[config.mk]
export PLATFORM = sky130hd
export DESIGN_NAME = spi_irq_status_unit
export DESIGN_NICKNAME = d
export VERILOG_FILES = /design/src/rtl/spi_irq_pkg.sv /design/src/rtl/irq_live_eval.sv /design/src/rtl/irq_sticky_bank.sv /design/src/rtl/irq_mask_reg.sv /design/src/rtl/irq_csr_port.sv /design/src/rtl/spi_irq_status_unit.sv
export SDC_FILE = /design/constraint.sdc
export NUM_CORES = 1
export LEC_CHECK = 0
export ABC_AREA = 1
export BUFFER_PORTS_ARGS = -buffer_cell sky130_fd_sc_hd__buf_2
export CAP_MARGIN = 5
export CORE_UTILIZATION = 40
export CTS_CLUSTER_DIAMETER = 80
export DETAILED_ROUTE_END_ITERATION = 8
export PLACE_DENSITY = 0.63
export SKIP_LAST_GASP = 1
export SLEW_MARGIN = 5
export SYNTH_ARGS = -nofsm -noshare
export SYNTH_HDL_FRONTEND = slang
export SYNTH_HIERARCHICAL = 1
export SYNTH_SLANG_ARGS = --single-unit
[constraint.sdc]
create_clock -name clk -period 2.5 [get_ports clk]
set_input_delay 0.125 -clock clk [delete_from_list [all_inputs] [get_ports clk]]
set_output_delay 0.125 -clock clk [all_outputs]
set_load 0.05 [all_outputs]
[src/rtl/spi_irq_pkg.sv]
package spi_irq_pkg;

  localparam int IRQ_W = 7;

  // status bit positions (software decodes these)
  localparam int ST_RX_OVER   = 0;
  localparam int ST_MODE_FAIL = 1;
  localparam int ST_TX_LOW    = 2;
  localparam int ST_TX_FULL   = 3;
  localparam int ST_RX_HIGH   = 4;
  localparam int ST_RX_FULL   = 5;
  localparam int ST_TX_UNDER  = 6;

  localparam int N_STICKY = 3;
  localparam int N_LIVE   = 4;

  typedef enum logic [2:0] {
    SEL_STATUS  = 3'd0,
    SEL_ENABLE  = 3'd1,
    SEL_DISABLE = 3'd2,
    SEL_MASK    = 3'd3,
    SEL_TX_THR  = 3'd4,
    SEL_RX_THR  = 3'd5
  } csr_sel_e;

endpackage

[src/rtl/irq_live_eval.sv]
module irq_live_eval #(
  parameter int DEPTH = 32,
  parameter int CNT_W = $clog2(DEPTH + 1)
) (
  input  logic             clk,
  input  logic             rst_n,
  input  logic             freeze,
  input  logic [CNT_W-1:0] tx_level,
  input  logic [CNT_W-1:0] rx_level,
  input  logic [CNT_W-1:0] tx_thr,
  input  logic [CNT_W-1:0] rx_thr,
  // {rx_full, rx_high, tx_full, tx_low}
  output logic [3:0]       live_q
);

  localparam logic [CNT_W-1:0] FULL_CNT = CNT_W'(DEPTH);

  logic [3:0] live_d;

  always_comb begin
    live_d[3] = (rx_level == FULL_CNT);
    live_d[2] = (rx_level >= rx_thr);
    live_d[1] = (tx_level == FULL_CNT);
    live_d[0] = (tx_level <  tx_thr);
  end

  always_ff @(posedge clk or negedge rst_n) begin
    if (!rst_n)
      live_q <= '0;
    else if (!freeze)
      live_q <= live_d;
  end

endmodule

[src/rtl/irq_sticky_bank.sv]
module irq_sticky_bank #(
  parameter int N = 3
) (
  input  logic         clk,
  input  logic         rst_n,
  input  logic         freeze,
  input  logic [N-1:0] ev,
  input  logic [N-1:0] clr,
  output logic [N-1:0] q
);

  for (genvar i = 0; i < N; i++) begin : g_bit
    logic bit_q;
    // an event in the clearing cycle wins
    always_ff @(posedge clk or negedge rst_n) begin
      if (!rst_n)
        bit_q <= 1'b0;
      else
        bit_q <= (bit_q & ~clr[i]) | (ev[i] & ~freeze);
    end
    assign q[i] = bit_q;
  end

endmodule

[src/rtl/irq_mask_reg.sv]
module irq_mask_reg #(
  parameter int W = 7
) (
  input  logic         clk,
  input  logic         rst_n,
  input  logic         set_en,
  input  logic         clr_en,
  input  logic [W-1:0] bits,
  output logic [W-1:0] mask_q
);

  logic [W-1:0] set_v;
  logic [W-1:0] clr_v;

  assign set_v = set_en ? bits : '0;
  assign clr_v = clr_en ? bits : '0;

  always_ff @(posedge clk or negedge rst_n) begin
    if (!rst_n)
      mask_q <= '0;
    else
      mask_q <= (mask_q | set_v) & ~clr_v;
  end

endmodule

[src/rtl/irq_csr_port.sv]
module irq_csr_port
  import spi_irq_pkg::*;
#(
  parameter int CNT_W  = 6,
  parameter int WORD_W = 8
) (
  input  logic              clk,
  input  logic              rst_n,
  input  logic              reg_wr,
  input  logic              reg_rd,
  input  logic [2:0]        reg_sel,
  input  logic [WORD_W-1:0] reg_wdata,
  input  logic [IRQ_W-1:0]  status_word,
  input  logic [IRQ_W-1:0]  mask_word,
  output logic [IRQ_W-1:0]  status_clr,
  output logic              mask_set,
  output logic              mask_clr,
  output logic [CNT_W-1:0]  tx_thr,
  output logic [CNT_W-1:0]  rx_thr,
  output logic [WORD_W-1:0] reg_rdata
);

  csr_sel_e sel;
  assign sel = csr_sel_e'(reg_sel);

  logic wr_status, rd_status;
  assign wr_status = reg_wr && (sel == SEL_STATUS);
  assign rd_status = reg_rd && (sel == SEL_STATUS);

  always_comb begin
    if (rd_status)
      status_clr = '1;
    else if (wr_status)
      status_clr = reg_wdata[IRQ_W-1:0];
    else
      status_clr = '0;
  end

  assign mask_set = reg_wr && (sel == SEL_ENABLE);
  assign mask_clr = reg_wr && (sel == SEL_DISABLE);

  always_ff @(posedge clk or negedge rst_n) begin
    if (!rst_n) begin
      tx_thr <= CNT_W'(1);
      rx_thr <= CNT_W'(1);
    end else if (reg_wr) begin
      if (sel == SEL_TX_THR) tx_thr <= reg_wdata[CNT_W-1:0];
      if (sel == SEL_RX_THR) rx_thr <= reg_wdata[CNT_W-1:0];
    end
  end

  always_comb begin
    reg_rdata = '0;
    if (reg_rd) begin
      case (sel)
        SEL_STATUS: reg_rdata = WORD_W'(status_word);
        SEL_MASK:   reg_rdata = WORD_W'(mask_word);
        SEL_TX_THR: reg_rdata = WORD_W'(tx_thr);
        SEL_RX_THR: reg_rdata = WORD_W'(rx_thr);
        default:    reg_rdata = '0;
      endcase
    end
  end

  logic unused_wdata_hi;
  assign unused_wdata_hi = ^reg_wdata;

endmodule

[src/rtl/spi_irq_status_unit.sv]
module spi_irq_status_unit
  import spi_irq_pkg::*;
#(
  parameter int FIFO_DEPTH = 32,
  parameter int CNT_W      = $clog2(FIFO_DEPTH + 1),
  parameter int WORD_W     = 8
) (
  input  logic              clk,
  input  logic              rst_n,
  input  logic              lin_mode,
  input  logic              ev_tx_underflow,
  input  logic              ev_rx_overflow,
  input  logic              ev_mode_fail,
  input  logic [CNT_W-1:0]  tx_level,
  input  logic [CNT_W-1:0]  rx_level,
  input  logic              reg_wr,
  input  logic              reg_rd,
  input  logic [2:0]        reg_sel,
  input  logic [WORD_W-1:0] reg_wdata,
  output logic [WORD_W-1:0] reg_rdata,
  output logic              irq
);

  logic [IRQ_W-1:0]    status_word;
  logic [IRQ_W-1:0]    mask_word;
  logic [IRQ_W-1:0]    status_clr;
  logic                mask_set, mask_clr;
  logic [CNT_W-1:0]    tx_thr, rx_thr;
  logic [N_LIVE-1:0]   live_q;
  logic [N_STICKY-1:0] sticky_q;
  logic [N_STICKY-1:0] sticky_ev;
  logic [N_STICKY-1:0] sticky_clr;

  irq_csr_port #(.CNT_W(CNT_W), .WORD_W(WORD_W)) u_csr (
    .clk         (clk),
    .rst_n       (rst_n),
    .reg_wr      (reg_wr),
    .reg_rd      (reg_rd),
    .reg_sel     (reg_sel),
    .reg_wdata   (reg_wdata),
    .status_word (status_word),
    .mask_word   (mask_word),
    .status_clr  (status_clr),
    .mask_set    (mask_set),
    .mask_clr    (mask_clr),
    .tx_thr      (tx_thr),
    .rx_thr      (rx_thr),
    .reg_rdata   (reg_rdata)
  );

  irq_live_eval #(.DEPTH(FIFO_DEPTH), .CNT_W(CNT_W)) u_live (
    .clk      (clk),
    .rst_n    (rst_n),
    .freeze   (lin_mode),
    .tx_level (tx_level),
    .rx_level (rx_level),
    .tx_thr   (tx_thr),
    .rx_thr   (rx_thr),
    .live_q   (live_q)
  );

  assign sticky_ev  = {ev_tx_underflow, ev_mode_fail, ev_rx_overflow};
  assign sticky_clr = {status_clr[ST_TX_UNDER], status_clr[ST_MODE_FAIL],
                       status_clr[ST_RX_OVER]};

  irq_sticky_bank #(.N(N_STICKY)) u_sticky (
    .clk    (clk),
    .rst_n  (rst_n),
    .freeze (lin_mode),
    .ev     (sticky_ev),
    .clr    (sticky_clr),
    .q      (sticky_q)
  );

  irq_mask_reg #(.W(IRQ_W)) u_mask (
    .clk    (clk),
    .rst_n  (rst_n),
    .set_en (mask_set),
    .clr_en (mask_clr),
    .bits   (reg_wdata[IRQ_W-1:0]),
    .mask_q (mask_word)
  );

  always_comb begin
    status_word               = '0;
    status_word[ST_RX_OVER]   = sticky_q[0];
    status_word[ST_MODE_FAIL] = sticky_q[1];
    status_word[ST_TX_UNDER]  = sticky_q[2];
    status_word[ST_TX_LOW]    = live_q[0];
    status_word[ST_TX_FULL]   = live_q[1];
    status_word[ST_RX_HIGH]   = live_q[2];
    status_word[ST_RX_FULL]   = live_q[3];
  end

  assign irq = |(status_word & mask_word);

endmodule

==> impl_metrics.py <==
metrics = {
    "yosys": {
        "syn_area_sq_um": 1910,
        "synth_nets": 319,
        "yosysWarnings": 6,
        "synthCells": 277,
        "post_synth.cell_area_avg_sq_um": 6.88,
    },
    "sta": {
        "finalClockSkew_ns": 0.00119,
        "fin_hold_ws_ns": 0.0379,
        "worst_slew_pin_slew_ns": 0.609,
        "hold_violations": 0,
        "setup_viol": 0,
        "rsz0062_at_grt": "no",
        "layout_min_cycle_time_ns": 1.56,
        "relSlewSlack": 0.594,
        "setup_tns_ns": 0,
        "slew_viol_final": 0,
        "post-route-period-util": 0.624,
        "max_freq_ghz": 0.641,
    },
    "finish": {
        "final_nets": 350,
        "fillCellCount": 471,
        "final_layout_size_suffix_gt1_frac": 0.195,
        "n_antenna_cell": 0,
        "syn_to_final_growth_pct": 12.3,
        "regArea_sq_um": 653,
        "multi_input_area_sq_um": 971,
    },
    "global_routing": {
        "antenna_found_initial": 0,
        "grt_overflow_total": 0,
        "grt_pass1_wl_microns": 7280,
        "grt_max_degree": 27,
        "grtUsageTotal": 0.187,
        "grt_pass1_vias": 1563,
    },
    "pwr": {
        "irDropWorstVdd_mv": 0.305,
        "combPwrFrac": 0.283,
        "leakage_nw": 1.23,
        "p_per_area_nw_per_um2": 609,
        "seq_power_share": 0.441,
        "p_int_uw": 852,
        "switching_power_uw": 453,
        "p_sw_frac": 0.347,
        "p_clk_frac": 0.276,
    },
    "hold_path": {
        "hp-start": "ev_rx_overflow",
        "min_path_cells": 3,
        "hp-class": "input port to flip-flop",
        "min_to": "u_sticky/g_bit[0].bit_q$_DFF_PN0_",
    },
    "worst_setup_path": {
        "critPathRequiredTime_ns": 2.38,
        "reg2reg_setup_slack_ns": 1.30,
        "cp_common_cell": "nor2_1",
        "cp_cell_sequence": "nand4_1 -> nand2_1 -> nor2_1 -> nor2_1 -> buf_2",
        "rr_endpoint": "u_live/live_q[2]$_DFFE_PN0N_",
        "critical_path_buf_inv_count": 1,
        "crit_fanout": 3,
        "end_kind": "output pin",
        "reg2reg_depth": 7,
        "critPathMaxStageDelay_ns": 0.56,
        "cp-start-kind": "flip-flop",
        "worstSetupPathType": "flip-flop to output pin",
        "rr_startpoint": "u_csr/rx_thr[0]$_DFFE_PN1P_",
        "crit_slowest_cell": "dfstp_2",
        "cp_data_arrival_time_ns": 1.44,
        "cp_top_family": "flip-flops",
    },
    "cts": {
        "cts_hold_buf": 1,
        "cts_sinks": 26,
        "clock_latency_ns": 0.28,
        "post_cts_buffers": 0,
        "htreeDepth": 1,
        "cts-root-buf": "clkbuf_8",
        "clk_pin_slew_worst_paths_ns": 0.10,
        "cts_tree": "yes",
        "cts_resized": 0,
        "numCtsBuffers": 3,
        "cts_buffer_depth": 2,
    },
    "die": {
        "die_w_microns": 71.0,
        "ios": 40,
        "die_h_microns": 71.0,
        "rows": 24,
        "start_util": 0.426,
        "coreArea_sq_um": 4470,
        "die-area_sq_um": 5050,
    },
    "route": {
        "viasPerCell": 4.76,
        "wire_per_inst_microns": 12.0,
        "drtIter0Drc": 113,
        "via_count": 1710,
        "ant_nets": 0,
        "post-route-drc-count": 3,
        "wl_microns": 4320,
        "drtPass1Iterations": 8,
    },
    "run_status": {
        "violations": "design-rule violations",
        "status": "finished, violations left",
    },
    "placed_design": {
        "portBuffers": 37,
        "dp_hpwl_microns": 3390,
        "gp_congestion": 0.805,
    },
    "job": {
        "cap_violations": 0,
    },
}
-- power groups by stage --
| stage | sequential (mW) | combinational, mW | clock [mW] |
|---|---|---|---|
| finish | 0.575 | 0.370 | 0.360 |
| global route | 0.587 | 0.431 | 0.387 |
| detailed placement | 0.584 | 0.371 | 0 |
| floorplan | 0.551 | 0.298 | 0 |
| global placement | 0.584 | 0.361 | 0 |
| CTS | 0.577 | 0.373 | 0.370 |
-- registers in the layout, summed over array words and instances (netlist names) --
| name | flops |
|---|---|
| u_live/live_q | 4 |
| u_csr/tx_thr | 6 |
| u_csr/rx_thr | 6 |
| u_mask/mask_q | 7 |
| u_sticky/g_bit.bit_q | 3 |
-- layer usage --
metal / vias up / routed length (microns) / global-route usage
met5: - / 0 / 0
met3: 4 / 283 / 0.0442
met1: 752 / 2070 / 0.258
met2: 39 / 1930 / 0.301
met4: 0 / 40 / 0.0356
li1: 915 / - / -
-- final cells by class --
type,count,area share
Inverter,47,0.0835
Tap cell,52,0.0304
Multi-Input combinational cell,191,0.453
Timing Repair Buffer,39,0.0946
Clock buffer,3,0.0193
Sequential cell,26,0.305
Clock inverter,1,0.0140
-- worst max path at each step --
stage	startpoint	to	slack [ns]	cells past startpoint
after floorplan	u_csr/rx_thr[0]$_DFFE_PN1P_	reg_rdata[0]	1.02	4
after global placement	reg_sel[2]	u_mask/mask_q[6]$_DFF_PN0_	1.13	8
after detailed placement	reg_sel[2]	u_mask/mask_q[6]$_DFF_PN0_	1.09	8
after CTS	u_csr/rx_thr[0]$_DFFE_PN1P_	reg_rdata[0]	0.91	5
after global routing	u_csr/rx_thr[0]$_DFFE_PN1P_	reg_rdata[0]	0.85	5
final	u_csr/rx_thr[0]$_DFFE_PN1P_	reg_rdata[0]	0.94	5
-- tightest hold or removal path, stage by stage --
cell and delay, ns:
buf_2 0.07, nand2_1 0.04, nand2_1 0.05
-- through the flow --
| stage | instance area, sq um | power [mW] | setup WS [ns] | utilization | std cells |
|---|---|---|---|---|---|
| after global routing | 2140 | 1.41 | 0.855 | 0.479 | 359 |
| after floorplan | 1910 | 0.849 | 1.02 | - | 277 |
| after CTS | 2140 | 1.32 | 0.913 | 0.479 | 359 |
| after global placement | 2060 | 0.945 | 1.13 | 0.461 | 354 |
| after detailed placement | 2060 | 0.955 | 1.09 | 0.461 | 354 |
| final | 2140 | 1.31 | 0.939 | 0.479 | 359 |
-- cells in the final DEF, fill, tap and decap left out --
master         instances
nor2_1                23
clkbuf_8               3
buf_4                  1
dfrtp_1               24
ha_1                  11
a21oi_2                2
nand4_2                1
o21ai_2                6
inv_2                  2
o21ai_1                6
nor2_8                 1
nand3_2                1
buf_2                 37
nand4_1               15
a21oi_1                2
nand2_1              101
nand2_2                1
nor3_1                 3
conb_1                 1
inv_4                  1
bufinv_16              1
o21ai_0                3
dfstp_2                2
inv_1                 44
nor3_4                 1
dlygate4sd3_1          1
nand3_1               13
Power figures use the tool's default switching activity.
